--- src/rtl/cnmin_pkg.sv ---
package cnmin_pkg;
  // Fixed check degree: one port per edge.
  localparam int unsigned DEG   = 8;
  localparam int unsigned IDX_W = $clog2(DEG);
endpackage

--- src/rtl/cnmin_edge_prep.sv ---
module cnmin_edge_prep #(
  parameter int unsigned MSG_W = 6,
  localparam int unsigned MAG_W = MSG_W - 1
) (
  input  logic [MSG_W-1:0] msg,
  input  logic             conn,
  output logic             sgn,
  output logic [MAG_W-1:0] mag
);
  localparam logic [MAG_W-1:0] MAG_MAX = '1;

  logic [MSG_W-1:0] negated;

  always_comb begin
    negated = ~msg + MSG_W'(1);
    if (!conn) begin
      sgn = 1'b0;
      mag = MAG_MAX;
    end else if (!msg[MSG_W-1]) begin
      sgn = 1'b0;
      mag = msg[MAG_W-1:0];
    end else if (negated[MSG_W-1]) begin
      // only the most negative code negates back to negative: clamp
      sgn = 1'b1;
      mag = MAG_MAX;
    end else begin
      sgn = 1'b1;
      mag = negated[MAG_W-1:0];
    end
  end
endmodule

--- src/rtl/cnmin_min_find.sv ---
module cnmin_min_find #(
  parameter int unsigned MAG_W = 5,
  parameter int unsigned DEG   = 8,
  localparam int unsigned IDX_W = $clog2(DEG)
) (
  input  logic [DEG*MAG_W-1:0] mags,
  output logic [MAG_W-1:0]     min1,
  output logic [MAG_W-1:0]     min2,
  output logic [IDX_W-1:0]     min_idx
);
  logic [MAG_W-1:0] cur;

  // Strict less-than keeps the lowest index on ties; an equal later value
  // lands in the second slot.
  always_comb begin
    min1    = '1;
    min2    = '1;
    min_idx = '0;
    cur     = '0;
    for (int i = 0; i < int'(DEG); i++) begin
      cur = mags[i*MAG_W +: MAG_W];
      if (cur < min1) begin
        min2    = min1;
        min1    = cur;
        min_idx = IDX_W'(i);
      end else if (cur < min2) begin
        min2 = cur;
      end
    end
  end
endmodule

--- src/rtl/cnmin_out_form.sv ---
module cnmin_out_form #(
  parameter int unsigned MSG_W = 6,
  localparam int unsigned MAG_W = MSG_W - 1
) (
  input  logic             parity_all,
  input  logic             sgn_self,
  input  logic             conn,
  input  logic             owns_min,
  input  logic [MAG_W-1:0] min1,
  input  logic [MAG_W-1:0] min2,
  output logic [MSG_W-1:0] msg_out
);
  logic             sgn_out;
  logic [MAG_W-1:0] mag_out;
  logic [MSG_W-1:0] pos_val;

  always_comb begin
    sgn_out = parity_all ^ sgn_self;
    mag_out = owns_min ? min2 : min1;
    pos_val = {1'b0, mag_out};
    if (!conn)        msg_out = '0;
    else if (sgn_out) msg_out = ~pos_val + MSG_W'(1);
    else              msg_out = pos_val;
  end
endmodule

--- src/rtl/cn_minsum_unit.sv ---
module cn_minsum_unit
  import cnmin_pkg::*;
#(
  parameter int unsigned MSG_W        = 6,
  parameter bit          REGISTER_OUT = 1'b1
) (
  input  logic             clk,
  input  logic             rst_n,
  input  logic             in_valid,
  input  logic [DEG-1:0]   conn_mask,
  input  logic [MSG_W-1:0] v2c_0,
  input  logic [MSG_W-1:0] v2c_1,
  input  logic [MSG_W-1:0] v2c_2,
  input  logic [MSG_W-1:0] v2c_3,
  input  logic [MSG_W-1:0] v2c_4,
  input  logic [MSG_W-1:0] v2c_5,
  input  logic [MSG_W-1:0] v2c_6,
  input  logic [MSG_W-1:0] v2c_7,
  output logic             out_valid,
  output logic [MSG_W-1:0] c2v_0,
  output logic [MSG_W-1:0] c2v_1,
  output logic [MSG_W-1:0] c2v_2,
  output logic [MSG_W-1:0] c2v_3,
  output logic [MSG_W-1:0] c2v_4,
  output logic [MSG_W-1:0] c2v_5,
  output logic [MSG_W-1:0] c2v_6,
  output logic [MSG_W-1:0] c2v_7
);
  localparam int unsigned MAG_W = MSG_W - 1;
  localparam logic [MSG_W-1:0] MOST_NEG = {1'b1, {MAG_W{1'b0}}};

  logic [MSG_W-1:0]     v2c_arr [DEG];
  logic [MSG_W-1:0]     comb_out [DEG];
  logic [MSG_W-1:0]     out_arr [DEG];
  logic [DEG-1:0]       sgn_vec;
  logic [DEG*MAG_W-1:0] mag_flat;
  logic [MAG_W-1:0]     min1;
  logic [MAG_W-1:0]     min2;
  logic [IDX_W-1:0]     min_idx;
  logic                 parity_all;

  assign v2c_arr[0] = v2c_0;
  assign v2c_arr[1] = v2c_1;
  assign v2c_arr[2] = v2c_2;
  assign v2c_arr[3] = v2c_3;
  assign v2c_arr[4] = v2c_4;
  assign v2c_arr[5] = v2c_5;
  assign v2c_arr[6] = v2c_6;
  assign v2c_arr[7] = v2c_7;

  for (genvar k = 0; k < int'(DEG); k++) begin : g_prep
    cnmin_edge_prep #(.MSG_W(MSG_W)) u_prep (
      .msg  (v2c_arr[k]),
      .conn (conn_mask[k]),
      .sgn  (sgn_vec[k]),
      .mag  (mag_flat[k*MAG_W +: MAG_W])
    );
  end

  cnmin_min_find #(.MAG_W(MAG_W), .DEG(DEG)) u_min (
    .mags    (mag_flat),
    .min1    (min1),
    .min2    (min2),
    .min_idx (min_idx)
  );

  assign parity_all = ^sgn_vec;

  for (genvar k = 0; k < int'(DEG); k++) begin : g_form
    cnmin_out_form #(.MSG_W(MSG_W)) u_form (
      .parity_all (parity_all),
      .sgn_self   (sgn_vec[k]),
      .conn       (conn_mask[k]),
      .owns_min   (min_idx == IDX_W'(k)),
      .min1       (min1),
      .min2       (min2),
      .msg_out    (comb_out[k])
    );
  end

  if (REGISTER_OUT) begin : g_reg
    logic [MSG_W-1:0] out_q   [DEG];
    logic [MSG_W-1:0] out_nxt [DEG];
    logic             vld_q;

    always_comb begin
      for (int k = 0; k < int'(DEG); k++) begin
        out_nxt[k] = in_valid ? comb_out[k] : out_q[k];
      end
    end

    always_ff @(posedge clk or negedge rst_n) begin
      if (!rst_n) begin
        vld_q <= 1'b0;
        for (int k = 0; k < int'(DEG); k++) out_q[k] <= '0;
      end else begin
        vld_q <= in_valid;
        for (int k = 0; k < int'(DEG); k++) out_q[k] <= out_nxt[k];
      end
    end

    assign out_valid = vld_q;
    for (genvar k = 0; k < int'(DEG); k++) begin : g_drv
      assign out_arr[k] = out_q[k];
    end


    vld_follow_chk: assert property (@(posedge clk) disable iff (!rst_n)
      in_valid |=> out_valid);

    vld_drop_chk: assert property (@(posedge clk) disable iff (!rst_n)
      !in_valid |=> !out_valid);

    for (genvar k = 0; k < int'(DEG); k++) begin : g_reg_chk

      hold_chk: assert property (@(posedge clk) disable iff (!rst_n)
        !in_valid |=> $stable(out_q[k]));

      unconn_zero_chk: assert property (@(posedge clk) disable iff (!rst_n)
        (in_valid && !conn_mask[k]) |=> (out_q[k] == '0));
    end
  end else begin : g_comb
    assign out_valid = in_valid;
    for (genvar k = 0; k < int'(DEG); k++) begin : g_drv
      assign out_arr[k] = comb_out[k];
    end
  end

  assign c2v_0 = out_arr[0];
  assign c2v_1 = out_arr[1];
  assign c2v_2 = out_arr[2];
  assign c2v_3 = out_arr[3];
  assign c2v_4 = out_arr[4];
  assign c2v_5 = out_arr[5];
  assign c2v_6 = out_arr[6];
  assign c2v_7 = out_arr[7];

  // Tie count on the minimum, used only by the checks below.
  int unsigned tie_cnt;
  always_comb begin
    tie_cnt = 0;
    for (int k = 0; k < int'(DEG); k++) begin
      if (conn_mask[k] && (mag_flat[k*MAG_W +: MAG_W] == min1)) tie_cnt++;
    end
  end


  min_order_chk: assert property (@(posedge clk) disable iff (!rst_n)
    min1 <= min2);

  min_owner_chk: assert property (@(posedge clk) disable iff (!rst_n)
    (|conn_mask) |-> (mag_flat[min_idx*MAG_W +: MAG_W] == min1));

  tie_second_chk: assert property (@(posedge clk) disable iff (!rst_n)
    (tie_cnt >= 2) |-> (min2 == min1));

  for (genvar k = 0; k < int'(DEG); k++) begin : g_out_chk

    no_most_neg_chk: assert property (@(posedge clk) disable iff (!rst_n)
      out_arr[k] != MOST_NEG);
  end
endmodule

--- config.mk ---
export PLATFORM = sky130hd
export DESIGN_NAME = cn_minsum_unit
export DESIGN_NICKNAME = d
export VERILOG_FILES = /design/src/rtl/cnmin_pkg.sv /design/src/rtl/cnmin_edge_prep.sv /design/src/rtl/cnmin_min_find.sv /design/src/rtl/cnmin_out_form.sv /design/src/rtl/cn_minsum_unit.sv
export SDC_FILE = /design/constraint.sdc
export NUM_CORES = 1
export LEC_CHECK = 0
export BUFFER_PORTS_ARGS = -buffer_cell sky130_fd_sc_hd__buf_4
export CAP_MARGIN = 20
export CORE_UTILIZATION = 45
export DETAILED_ROUTE_END_ITERATION = 12
export PLACE_DENSITY = 0.71
export REMOVE_ABC_BUFFERS = 1
export SETUP_SLACK_MARGIN = 0.02
export SLEW_MARGIN = 5
export SYNTH_ARGS = -nofsm -noshare
export SYNTH_HDL_FRONTEND = slang
export SYNTH_HIERARCHICAL = 1
export SYNTH_SLANG_ARGS = --single-unit
export TNS_END_PERCENT = 5
--- constraint.sdc ---
create_clock -name clk -period 2.07 [get_ports clk]
set_input_delay 0.1035 -clock clk [delete_from_list [all_inputs] [get_ports clk]]
set_output_delay 0.1035 -clock clk [all_outputs]
set_load 0.03 [all_outputs]
# Word level (Yosys, flattened, before mapping)
# Index checks and enable logic that the tools add are counted.
classes:
  eq_ne: 7
  n_bitwise: 24
  magnitude_cmp: 15
  n_mux: 93
  n_reduce_logical: 2
  addsub: 16
ops:
  columns: ["op", "n"]
  rows:
  - ["$mux 5", 54]
  - ["$add 6x1->6 const B", 16]
  - ["$mux 6", 16]
  - ["$lt 5x5->1", 13]
  - ["$not 5->6", 8]
  - ["$not 6->6", 8]
  - ["$mux 1", 17]
  - ["$eq 3x3->1 const B", 4]
  - ["$mux 3", 4]
  - ["$lt 5x5->1 const B", 2]
  - ["$reduce_xor 8->1", 1]
  - ["$xor 1x1->1", 8]
  - ["$eq 3x2->1 const B", 2]
  - ["$mux 2", 2]
  - ["$eq 3x1->1 const B", 1]
  - ["$logic_not 3->1", 1]
totals:
  register_bits: 49
  inputBits: 59
  wordCells: 166
  out_inout_bits: 49

# Logic depth before layout (Yosys ltp)
# Gate-level depths: netlist of the first run.
logic_depth:
  ltp_word: 32
  depth_mapped: 69
  mapped_depth_nobuf: 60

# Hierarchy
# The synthesis of the first run kept the hierarchy.
by_module_without_submodules:
  columns: ["module", "instances", "cells_per_inst", "seq_area_each_um2", "area_each_um2"]
  rows:
  - ["cnmin_min_find", 1, 436, 0.0, 3081.7]
  - ["cnmin_out_form", 8, 29, 0.0, 265.3]
  - ["cn_minsum_unit", 1, 118, 1226.2, 2005.7]
  - ["cnmin_edge_prep", 8, 21, 0.0, 137.6]

# Worst setup path before layout of the first run
# No wires, ideal clock.
synth_timing:
  kind: "input to register"
  startpoint: "input v2c_0[1]"
  endpoint: "register g_reg.out_q (netlist bit c2v_0[4])"
  path_stages: 62
  n_path_buf: 9
  t_required_ns: 1.945
  arrival_time_ns: 15.149
  slack_ns: -13.204
  setup_ns: 0.125
  path_cell_list: "or3_4 o31a_1 o211ai_1 inv_1 ha_1 and2_4 a221oi_4 o21a_1 buf_6 mux2i_1 ha_1 o211ai_1 o21ai_0 nor2b_1 o211a_4 nor2_1 buf_2 o21ai_1 [26 not listed] o211ai_1 o21ai_1 clkbuf_1 clkbuf_1 nor2_1 a21oi_1 ha_1 a211oi_1 nand2_1 a31o_2 clkbuf_1 o21ai_0 mux2i_1 ha_1 nor4b_2 nor4_1 nor3_2 mux2_4"
synth_lines:
  columns: ["element", "line", "rtl"]
  rows:
  - ["start: declaration", "cn_minsum_unit.sv:11", "input logic [MSG_W-1:0] v2c_0,"]
  - ["end: declaration", "cn_minsum_unit.sv:82", "logic [MSG_W-1:0] out_q [DEG];"]

==> impl_metrics.toml, run 1 <==
[routing]
drtIter0Drc = 786
drc_errors = 0
vias = 10289
ant_nets = 0
drt-total-wl_um = 32500
first_pass_iters = 6
wl_per_cell_um = 19.4
via_per_inst = 6.15

[run_status]
status = "complete, but fails checks"
violations = "setup timing"

[layout]
fillCellCount = 1181
drive_above_1_share_pct = 54.9
final_nets = 1554
syn_to_final_growth_pct = 62.9
diodes = 0
final_core_util_pct = 75.1

[yosys]
syn_inst = 954
synth-seq-cells = 49
synth-async-reset-ratio_pct = 100
yosys-top-cells-area = "dfrtp_1 15%, ha_1 8.0%, mux2i_1 7.1%"
synth.top_cells.by_count = "65 x nor2_1, 63 x inv_1, 59 x mux2i_1, 59 x nand2_1, 53 x ha_1"
syn_area_per_cell_um2 = 8.71
ys_types = 90
netlist.area_leader.share_pct = 14.8
yosysWarnings = 6
yosysMostFrequentCell = "nor2_1"
yosys_most_used_dff = "dfrtp_1"
yosysTopAreaCell = "dfrtp_1"
synth_edf_count = 0
ys_seq_area_share_pct = 14.8
netlist_area_um2 = 8310

[floorplan]
coreArea_um2 = 18000
die-height_um = 138
fp.dieW_um = 138
row_count = 49
start_util_pct = 46.1
io-pin-count = 108
die_area_um2 = 19000

[global_route]
grt_pass1_vias = 9914
antenna_found_initial = 0
track_usage_pct = 30.6
grt_max_degree = 50
grt_util_met1_pct = 35.7
met3_usage_pct = 2.56
gr-usage-met2_pct = 56.3
grt_overflow_total = 0
grt.busiest_layer = "met2"
grt_pass1_wl_um = 46800

[worst_setup_path]
end_kind = "flip-flop"
rr_endpoint = "c2v_0[5]$_DFFE_PN0P_"
cp.required_ns = 2.25
r2r_slack_ns = 1.26
worst_r2r_path_depth = 1
setup.worst_path.start = "v2c_0[1]"
rr_startpoint = "c2v_0[5]$_DFFE_PN0P_"
start_kind = "input port"
worstSetupPathType = "input port to flip-flop"
path_max_fanout = 9
crit_path_max_incr_delay_ns = 0.48
crit_end = "c2v_3[4]$_DFFE_PN0P_"
crit_arrival_ns = 11.88
cp_common_cell = "ha_2"
cpMaxStageDelayCell = "a2111o_1"

[sta]
slew_violations = 0
min_period_ns = 11.70
final.period_utilization_pct = 565
maxSlewHeadroom_pct = 51.0
max_freq_ghz = 0.0854
worst_slack_ns = -9.63
hold_violations = 0
fin_skew_ns = 0
setup_viol_count_final = 48
rsz0062_at_grt = "true"
tightestPinTransition_ns = 0.736

[clocking]
clock_latency_ns = 0.29
clockBufferDepth = 2
cts-root-buf = "clkbuf_16"
cts_buffers = 5
h-tree-depth = 2
cts.clk_slew.worst_paths_ns = 0.06
tritoncts = "done"
clock_sinks = 49

[placement]
gp_congestion = 0.887
detailed_place_hpwl_um = 20900
io_buffers = 107

[flow_run]
max_cap_violations = 0

[hold_path]
min_path_type = "input port to flip-flop"
[cell families (layout without fill, tap and decap cells)]
logic type,count (synthesis),after routing,synth area share (%)
AO/OA/AOI/OAI,269,269,25.5
buffers and inverters,88,576,5.15
AND/OR/NAND/NOR,360,360,28.1
multiplexers,114,115,15.5
flip-flops,49,49,14.8
adder cells (fa/ha/maj),58,58,8.60
XOR/XNOR,16,16,2.41
[worst min-delay path by stage]
stage,from,endpoint,slack [ns],cells after the start
after detailed placement,rst_n,out_valid$_DFF_PN0_,0.15,1
after global placement,rst_n,c2v_0[0]$_DFFE_PN0P_,0.15,1
after global routing,in_valid,out_valid$_DFF_PN0_,0.31,1
after CTS,in_valid,out_valid$_DFF_PN0_,0.29,1
after floorplan,rst_n,c2v_0[0]$_DFFE_PN0P_,-0.19,0
final,in_valid,out_valid$_DFF_PN0_,0.29,1
[sequential cells by signal, summed over array words and instances (netlist names), 6 cells and up]
register	flops
c2v_2	6
c2v_3	6
c2v_0	6
c2v_4	6
c2v_1	6
c2v_5	6
c2v_7	6
c2v_6	6
[through the flow]
stage / worst slack [ns] / cells / hold WS (ns) / setup TNS [ns] / area (um2)
after floorplan: -12.91 / 929 / -0.192 / -588.37 / 8120
after global placement: -9.73 / 1609 / 0.147 / -448.14 / 11900
after detailed placement: -9.99 / 1609 / 0.154 / -458.91 / 11900
after CTS: -9.04 / 1662 / 0.289 / -419.00 / 13000
after global routing: -10.01 / 1672 / 0.307 / -462.57 / 13500
final: -9.63 / 1672 / 0.294 / -445.24 / 13500
[critical path: cells and delay by family]
family / cells / cell delay [ns]
AOI/OAI and AO/OA: 24 / 5.00
adders and majority gates: 7 / 1.88
buffers and inverters: 9 / 1.04
muxes: 7 / 1.90
and+or+nand+nor: 12 / 1.99
[routing by layer]
metal  wire length, um  part of all wire [%]
met1             12500                    39
met3              1660                   5.1
met4              1720                   5.3
met2             16600                    51
met5                 0                     0
[placed cells by master (no fill, tap or decap), drive strengths merged, types with 11 or more instances in the layout]
master / instances
nor3b: 28
a211oi: 18
nor4b: 16
xnor2: 15
nor2: 65
and2: 20
o21ai: 51
a21oi: 42
o31a: 28
and3: 11
nor3: 62
ha: 53
nand2: 59
o31ai: 13
buf: 504
nand2b: 17
nor4: 25
o21a: 19
o211ai: 28
mux2: 56
mux2i: 59
inv: 63
nand3: 14
or3: 19
dfrtp: 49
[timing repair]
action / CTS / global route
cloned: 1 / 0
hold buffers: 1 / 0
setup endpoints to repair: 48 / 48
resized for setup: 105 / 86
pin swaps: 73 / 40
endpoints found under the hold margin: 49 / 0
buffers inserted: 43 / 10
[area by class of cell]
class,count,area (um2),area share [%]
inverters,63,236,1.75
clock inverters,1,30.0,0.222
flip-flops and latches,49,1230,9.05
repair buffers,505,3970,29.3
well taps,229,287,2.12
clock buffers,7,143,1.05
multi-input cells,818,7650,56.5
Power of run 1 is not shown: default switching activity piles up to over one toggle a cycle in this logic, so the estimate is an artifact.
==> run 2: changes to the inputs <==
--- a/config.mk
+++ b/config.mk
@@ -6,9 +6,9 @@
 export NUM_CORES = 1
 export LEC_CHECK = 0
-export BUFFER_PORTS_ARGS = -buffer_cell sky130_fd_sc_hd__buf_4
 export CAP_MARGIN = 20
 export CORE_UTILIZATION = 45
 export DETAILED_ROUTE_END_ITERATION = 12
-export PLACE_DENSITY = 0.71
+export DONT_BUFFER_PORTS = 1
+export PLACE_DENSITY = 0.66
 export REMOVE_ABC_BUFFERS = 1
 export SETUP_SLACK_MARGIN = 0.02
==> constraint.sdc (replaced) <==
create_clock -name clk -period 2.07 [get_ports clk]
set_input_delay 0.207 -clock clk [delete_from_list [all_inputs] [get_ports clk]]
set_output_delay 0.207 -clock clk [all_outputs]
set_load 0.03 [all_outputs]
==> run 2 against run 1 <==
- the flow still finishes with violations (setup timing)
- cell area shrank 7.5%
- sequential share of layout area grew 0.73 points
- clock skew is the same
- register-to-register slack lost 0.16 ns
- via count shrank 9.7%
- core utilization shrank 5.6 points
- critical path type unchanged
- largest cell class unchanged
==> impl_metrics.toml, run 2 (synthesis gave the netlist of run 1 again) <==
[run_status]
status = "complete, but fails checks"
violations = "setup timing"

[placement]
detailed_place_hpwl_um = 20000
gp_congestion = 0.896
dpl_worst_slack_ns = -10.22
io_buffers = 0
place_area_um2 = 11000

[worst_setup_path]
end_kind = "flip-flop"
crit_path_max_incr_delay_ns = 0.48
path_max_fanout = 6
start_kind = "input port"
crit_arrival_ns = 11.81
cp.required_ns = 2.25
worstSetupPathType = "input port to flip-flop"
cpMaxStageDelayCell = "a2111oi_1"

[routing]
drt-total-wl_um = 28600
wl_per_cell_um = 18.6
drtIter0Drc = 636
drc_errors = 0
vias = 9293
ant_nets = 0
via_per_inst = 6.06
first_pass_iters = 5

[layout]
seqCellArea_um2 = 1230
syn_to_final_growth_pct = 50.8
fillCellCount = 1265
final_nets = 1417
final_core_util_pct = 69.5
layout_commonest_cell = "buf_4"
drive_above_1_share_pct = 50.3
final_cell_mix = "345 x buf_4, 62 x inv_1, 56 x nor2_1"
fin_area_um2 = 12500
multi_input_area_um2 = 7710
diodes = 0

[global_route]
antenna_found_initial = 0
track_usage_pct = 28.0
grt_pass1_vias = 8980
grt_pass1_wl_um = 43000
grt_overflow_total = 0
grt_max_degree = 50

[clocking]
clockBufferDepth = 2
cts-root-buf = "clkbuf_16"
cts.clk_slew.worst_paths_ns = 0.07
cts_buffers = 5
h-tree-depth = 2
clock_sinks = 49
tritoncts = "done"
clock_latency_ns = 0.28

[floorplan]
coreArea_um2 = 18000
fp.dieW_um = 138
die-height_um = 138
die_area_um2 = 19000
row_count = 49
io-pin-count = 108
start_util_pct = 46.1

[sta]
fin_skew_ns = 0
slew_violations = 0
tightestPinTransition_ns = 0.654
final.setup.tns_ns = -442.61
rsz0062_at_grt = "true"
min_period_ns = 11.63
worst_slack_ns = -9.56
maxSlewHeadroom_pct = 56.0
setup_viol_count_final = 48
max_freq_ghz = 0.0860
final.period_utilization_pct = 562
hold_violations = 0

[hold_path]
min_path_type = "input port to flip-flop"

[flow_run]
max_cap_violations = 0
-- run 2: timing repair --
action	4_1_cts	5_1_grt
resized for setup	125	83
endpoints found under the setup margin	48	48
gates cloned	1	0
pin swaps	88	46
buffers inserted	23	19
hold endpoints to repair	50	0
hold buffers	3	0
-- run 2: final timing paths --
path,end,cells after the start,slack [ns],startpoint
min in group asynchronous,c2v_1[4]$_DFFE_PN0P_,2,0.43,rst_n
min,c2v_3[0]$_DFFE_PN0P_,1,0.09,in_valid
max,c2v_5[4]$_DFFE_PN0P_,57,-9.56,v2c_0[1]
max reg2reg,c2v_4[1]$_DFFE_PN0P_,1,1.10,c2v_4[1]$_DFFE_PN0P_
min reg2reg,c2v_6[4]$_DFFE_PN0P_,1,0.74,c2v_6[4]$_DFFE_PN0P_
max in group asynchronous,c2v_6[4]$_DFFE_PN0P_,2,1.41,rst_n
-- run 2: worst max-delay path, delay by kind of cell --
| family | cells | cell delay (ns) |
|---|---|---|
| buf+inv | 7 | 0.92 |
| fa+ha+maj | 6 | 1.69 |
| compound gates | 25 | 5.01 |
| mux | 8 | 2.09 |
| simple gates | 11 | 1.92 |
-- run 2: routing by layer --
layer	vias up	GRT usage (%)	part of all wire, %
met4	0	9.36	3.1
met1	4511	34.7	42
met5	-	0	0
met2	336	50.1	51
met3	69	2.70	4.7
li1	4377	-	-
-- run 2: stage by stage --
| step | hold slack [ns] | instances |
|---|---|---|
| floorplan | -0.0886 | 929 |
| global placement | -0.0877 | 1482 |
| detailed placement | -0.0876 | 1482 |
| CTS | 0.0772 | 1515 |
| global route | 0.0662 | 1533 |
| finish | 0.0858 | 1533 |
-- run 2: area by class of cell --
cell class,instances,area share (%)
clock buffers,5,0.999
well taps,229,2.29
multi-input cells,818,61.6
flip-flops and latches,49,9.79
repair buffers,368,23.4
inverters,63,1.89
clock inverters,1,0.0399
Power of run 2 is left out for the same reason.
==> run 3: changes to the inputs <==
CORE_UTILIZATION = 70   (was 45)
CTS_CLUSTER_DIAMETER = 120   (was unset)
PLACE_DENSITY = 0.92   (was 0.66)
==> run 3 against run 2 <==
- the flow now stops in clock tree synthesis
- synthesized area unchanged
- synthesized cell count stayed put
==> impl_metrics.toml, run 3 <==
[clocking]
cts-root-buf = "clkbuf_16"
cts_buffers = 5
post_cts_buffers = 41
cts_resized = 180
clock_sinks = 49
cts_hold_buf = 3
clockBufferDepth = 2
h-tree-depth = 2

[yosys]
yosysTopAreaCell = "dfrtp_1"
ys_types = 90
netlist.area_leader.share_pct = 14.8
ys_seq_area_share_pct = 14.8
yosys_most_used_dff = "dfrtp_1"
synth.top_cells.by_count = "65 x nor2_1, 63 x inv_1, 59 x mux2i_1, 59 x nand2_1, 53 x ha_1"
netlist_area_um2 = 8310
synth_edf_count = 0
yosysMostFrequentCell = "nor2_1"
syn_area_per_cell_um2 = 8.71
yosysWarnings = 6
syn_inst = 954
synth-async-reset-ratio_pct = 100
yosys-top-cells-area = "dfrtp_1 15%, ha_1 8.0%, mux2i_1 7.1%"
synth-seq-cells = 49

[run_status]
lastStage = "clock tree synthesis"
error = "[ERROR DPL-0038] Utilization greater than 100%, impossible to legalize"
status = "did not finish"

[floorplan]
die-height_um = 111
row_count = 39
io-pin-count = 108
fp.dieW_um = 111
start_util_pct = 72.2

[placement]
io_buffers = 0
detailed_place_hpwl_um = 28100
gp_congestion = 0.976
## run 3: through the flow
step	TNS [ns]	worst slack (ns)	instance area [um2]	instances	hold WS [ns]
detailed placement	-517.85	-11.34	10800	1386	-0.0877
global placement	-445.46	-9.66	10800	1386	-0.0878
floorplan	-593.33	-13.01	8120	929	-0.0886
## run 3: cells by family after synthesis
logic type / synth area share (%)
and+or+nand+nor: 28.1
buffers and inverters: 5.15
DFF: 14.8
AOI/OAI and AO/OA: 25.5
xor gates and xnor gates: 2.41
adders and majority gates: 8.60
muxes: 15.5
==> run 4: changes to the inputs <==
CORE_UTILIZATION = 40   (was 70)
CTS_CLUSTER_DIAMETER = unset   (was 120)
PLACE_DENSITY = unset   (was 0.92)
PLACE_DENSITY_LB_ADDON = 0.15   (was unset)
SETUP_SLACK_MARGIN = unset   (was 0.02)
==> run 4 against run 3 <==
- the flow now finishes, with violations (setup timing)
==> impl_metrics.toml, run 4 (synthesis gave the netlist of run 1 again) <==
[run_status]
status = "complete, but fails checks"
violations = "setup timing"

[routing]
vias = 8879
first_pass_iters = 4
drc_errors = 0
drt-total-wl_um = 26900
drtIter0Drc = 470
via_per_inst = 5.59
wl_per_cell_um = 17.0
ant_nets = 0

[worst_setup_path]
cp_common_cell = "buf_6"
crit_path_max_incr_delay_ns = 0.43
worstSetupPathType = "input port to flip-flop"
crit_arrival_ns = 11.35
cpMaxStageDelayCell = "a2111o_1"
start_kind = "input port"
cp.required_ns = 2.25
path_max_fanout = 6
end_kind = "flip-flop"

[clocking]
clock_latency_ns = 0.29
clock_sinks = 49
clockBufferDepth = 2
cts.clk_slew.worst_paths_ns = 0.07
h-tree-depth = 2
cts_buffers = 5
cts-root-buf = "clkbuf_16"
tritoncts = "done"

[flow_run]
max_cap_violations = 0

[placement]
gp_congestion = 0.902
place_area_um2 = 10900
io_buffers = 0
detailed_place_hpwl_um = 19900

[sta]
rsz0062_at_grt = "true"
setup_viol_count_final = 48
hold_violations = 0
fin_skew_ns = 0
worst_slack_ns = -9.10
slew_violations = 0
fin_worst_hold_slack_ns = 0.0838
final.period_utilization_pct = 540
min_period_ns = 11.17
tightestPinTransition_ns = 0.569
maxSlewHeadroom_pct = 61.7
max_freq_ghz = 0.0895

[global_route]
grt.busiest_layer = "met2"
grt_max_degree = 50
antenna_found_initial = 0
grt_pass1_wl_um = 43500
met3_usage_pct = 2.03
grt_util_met1_pct = 31.4
grt_pass1_vias = 8854
gr-usage-met2_pct = 43.6
grt_overflow_total = 0
track_usage_pct = 24.4

[floorplan]
die-height_um = 146
io-pin-count = 108
fp.dieW_um = 146
coreArea_um2 = 20300
row_count = 52
die_area_um2 = 21400
start_util_pct = 40.9

[layout]
fillCellCount = 1700
layout_commonest_cell = "buf_4"
diodes = 0
final_core_util_pct = 62.7
final_cell_mix = "354 x buf_4, 63 x inv_1, 57 x nor2_1"
syn_to_final_growth_pct = 53.3
final_nets = 1429
drive_above_1_share_pct = 51.4
fin_area_um2 = 12700
multi_input_area_um2 = 7720
seqCellArea_um2 = 1230

[hold_path]
min_path_type = "input port to flip-flop"
-- run 4: final timing paths --
check	from	end	slack [ns]	cells after the start
max in group asynchronous	rst_n	c2v_4[0]$_DFFE_PN0P_	1.42	2
min reg2reg	c2v_0[5]$_DFFE_PN0P_	c2v_0[5]$_DFFE_PN0P_	0.75	1
max reg2reg	c2v_4[4]$_DFFE_PN0P_	c2v_4[4]$_DFFE_PN0P_	1.11	1
max	v2c_1[1]	c2v_7[4]$_DFFE_PN0P_	-9.10	60
min	in_valid	c2v_1[3]$_DFFE_PN0P_	0.08	1
min in group asynchronous	rst_n	c2v_0[2]$_DFFE_PN0P_	0.43	2
-- run 4: timing repair --
item,4_1_cts,5_1_grt
setup buffers,53,16
gates cloned,1,0
endpoints found under the hold margin,50,0
setup endpoints to repair,48,48
hold buffers,3,0
resized for setup,152,60
pin swaps,94,44
-- run 4: layer usage --
metal	part of all wire (%)	vias up
li1	-	4413
met1	46	4272
met2	50	160
met3	2.4	34
met4	1.7	0
met5	0	-
-- run 4: layout make-up --
class / instances / area share [%]
Multi-Input combinational cell: 818 / 60.6
Timing Repair Buffer: 380 / 23.9
Sequential cell: 49 / 9.63
Tap cell: 270 / 2.65
Inverter: 63 / 1.86
Clock buffer: 6 / 1.09
Clock inverter: 2 / 0.295
-- run 4: metrics by stage --
step | setup slack, ns | instances | TNS [ns]
after floorplan | -13.01 | 929 | -593.33
after global placement | -10.03 | 1507 | -463.97
after detailed placement | -10.25 | 1507 | -471.14
after CTS | -8.85 | 1572 | -412.07
after global routing | -9.60 | 1588 | -447.03
final | -9.10 | 1588 | -423.41
-- run 4: critical path, delay by kind of cell --
kind                     cells  cell delay (ns)
buffers and inverters       10             1.29
AND/OR/NAND/NOR             12             1.85
AO/OA/AOI/OAI               24             4.46
adder cells (fa/ha/maj)      7             1.81
multiplexers                 7             1.72
Power of run 4 is left out for the same reason.
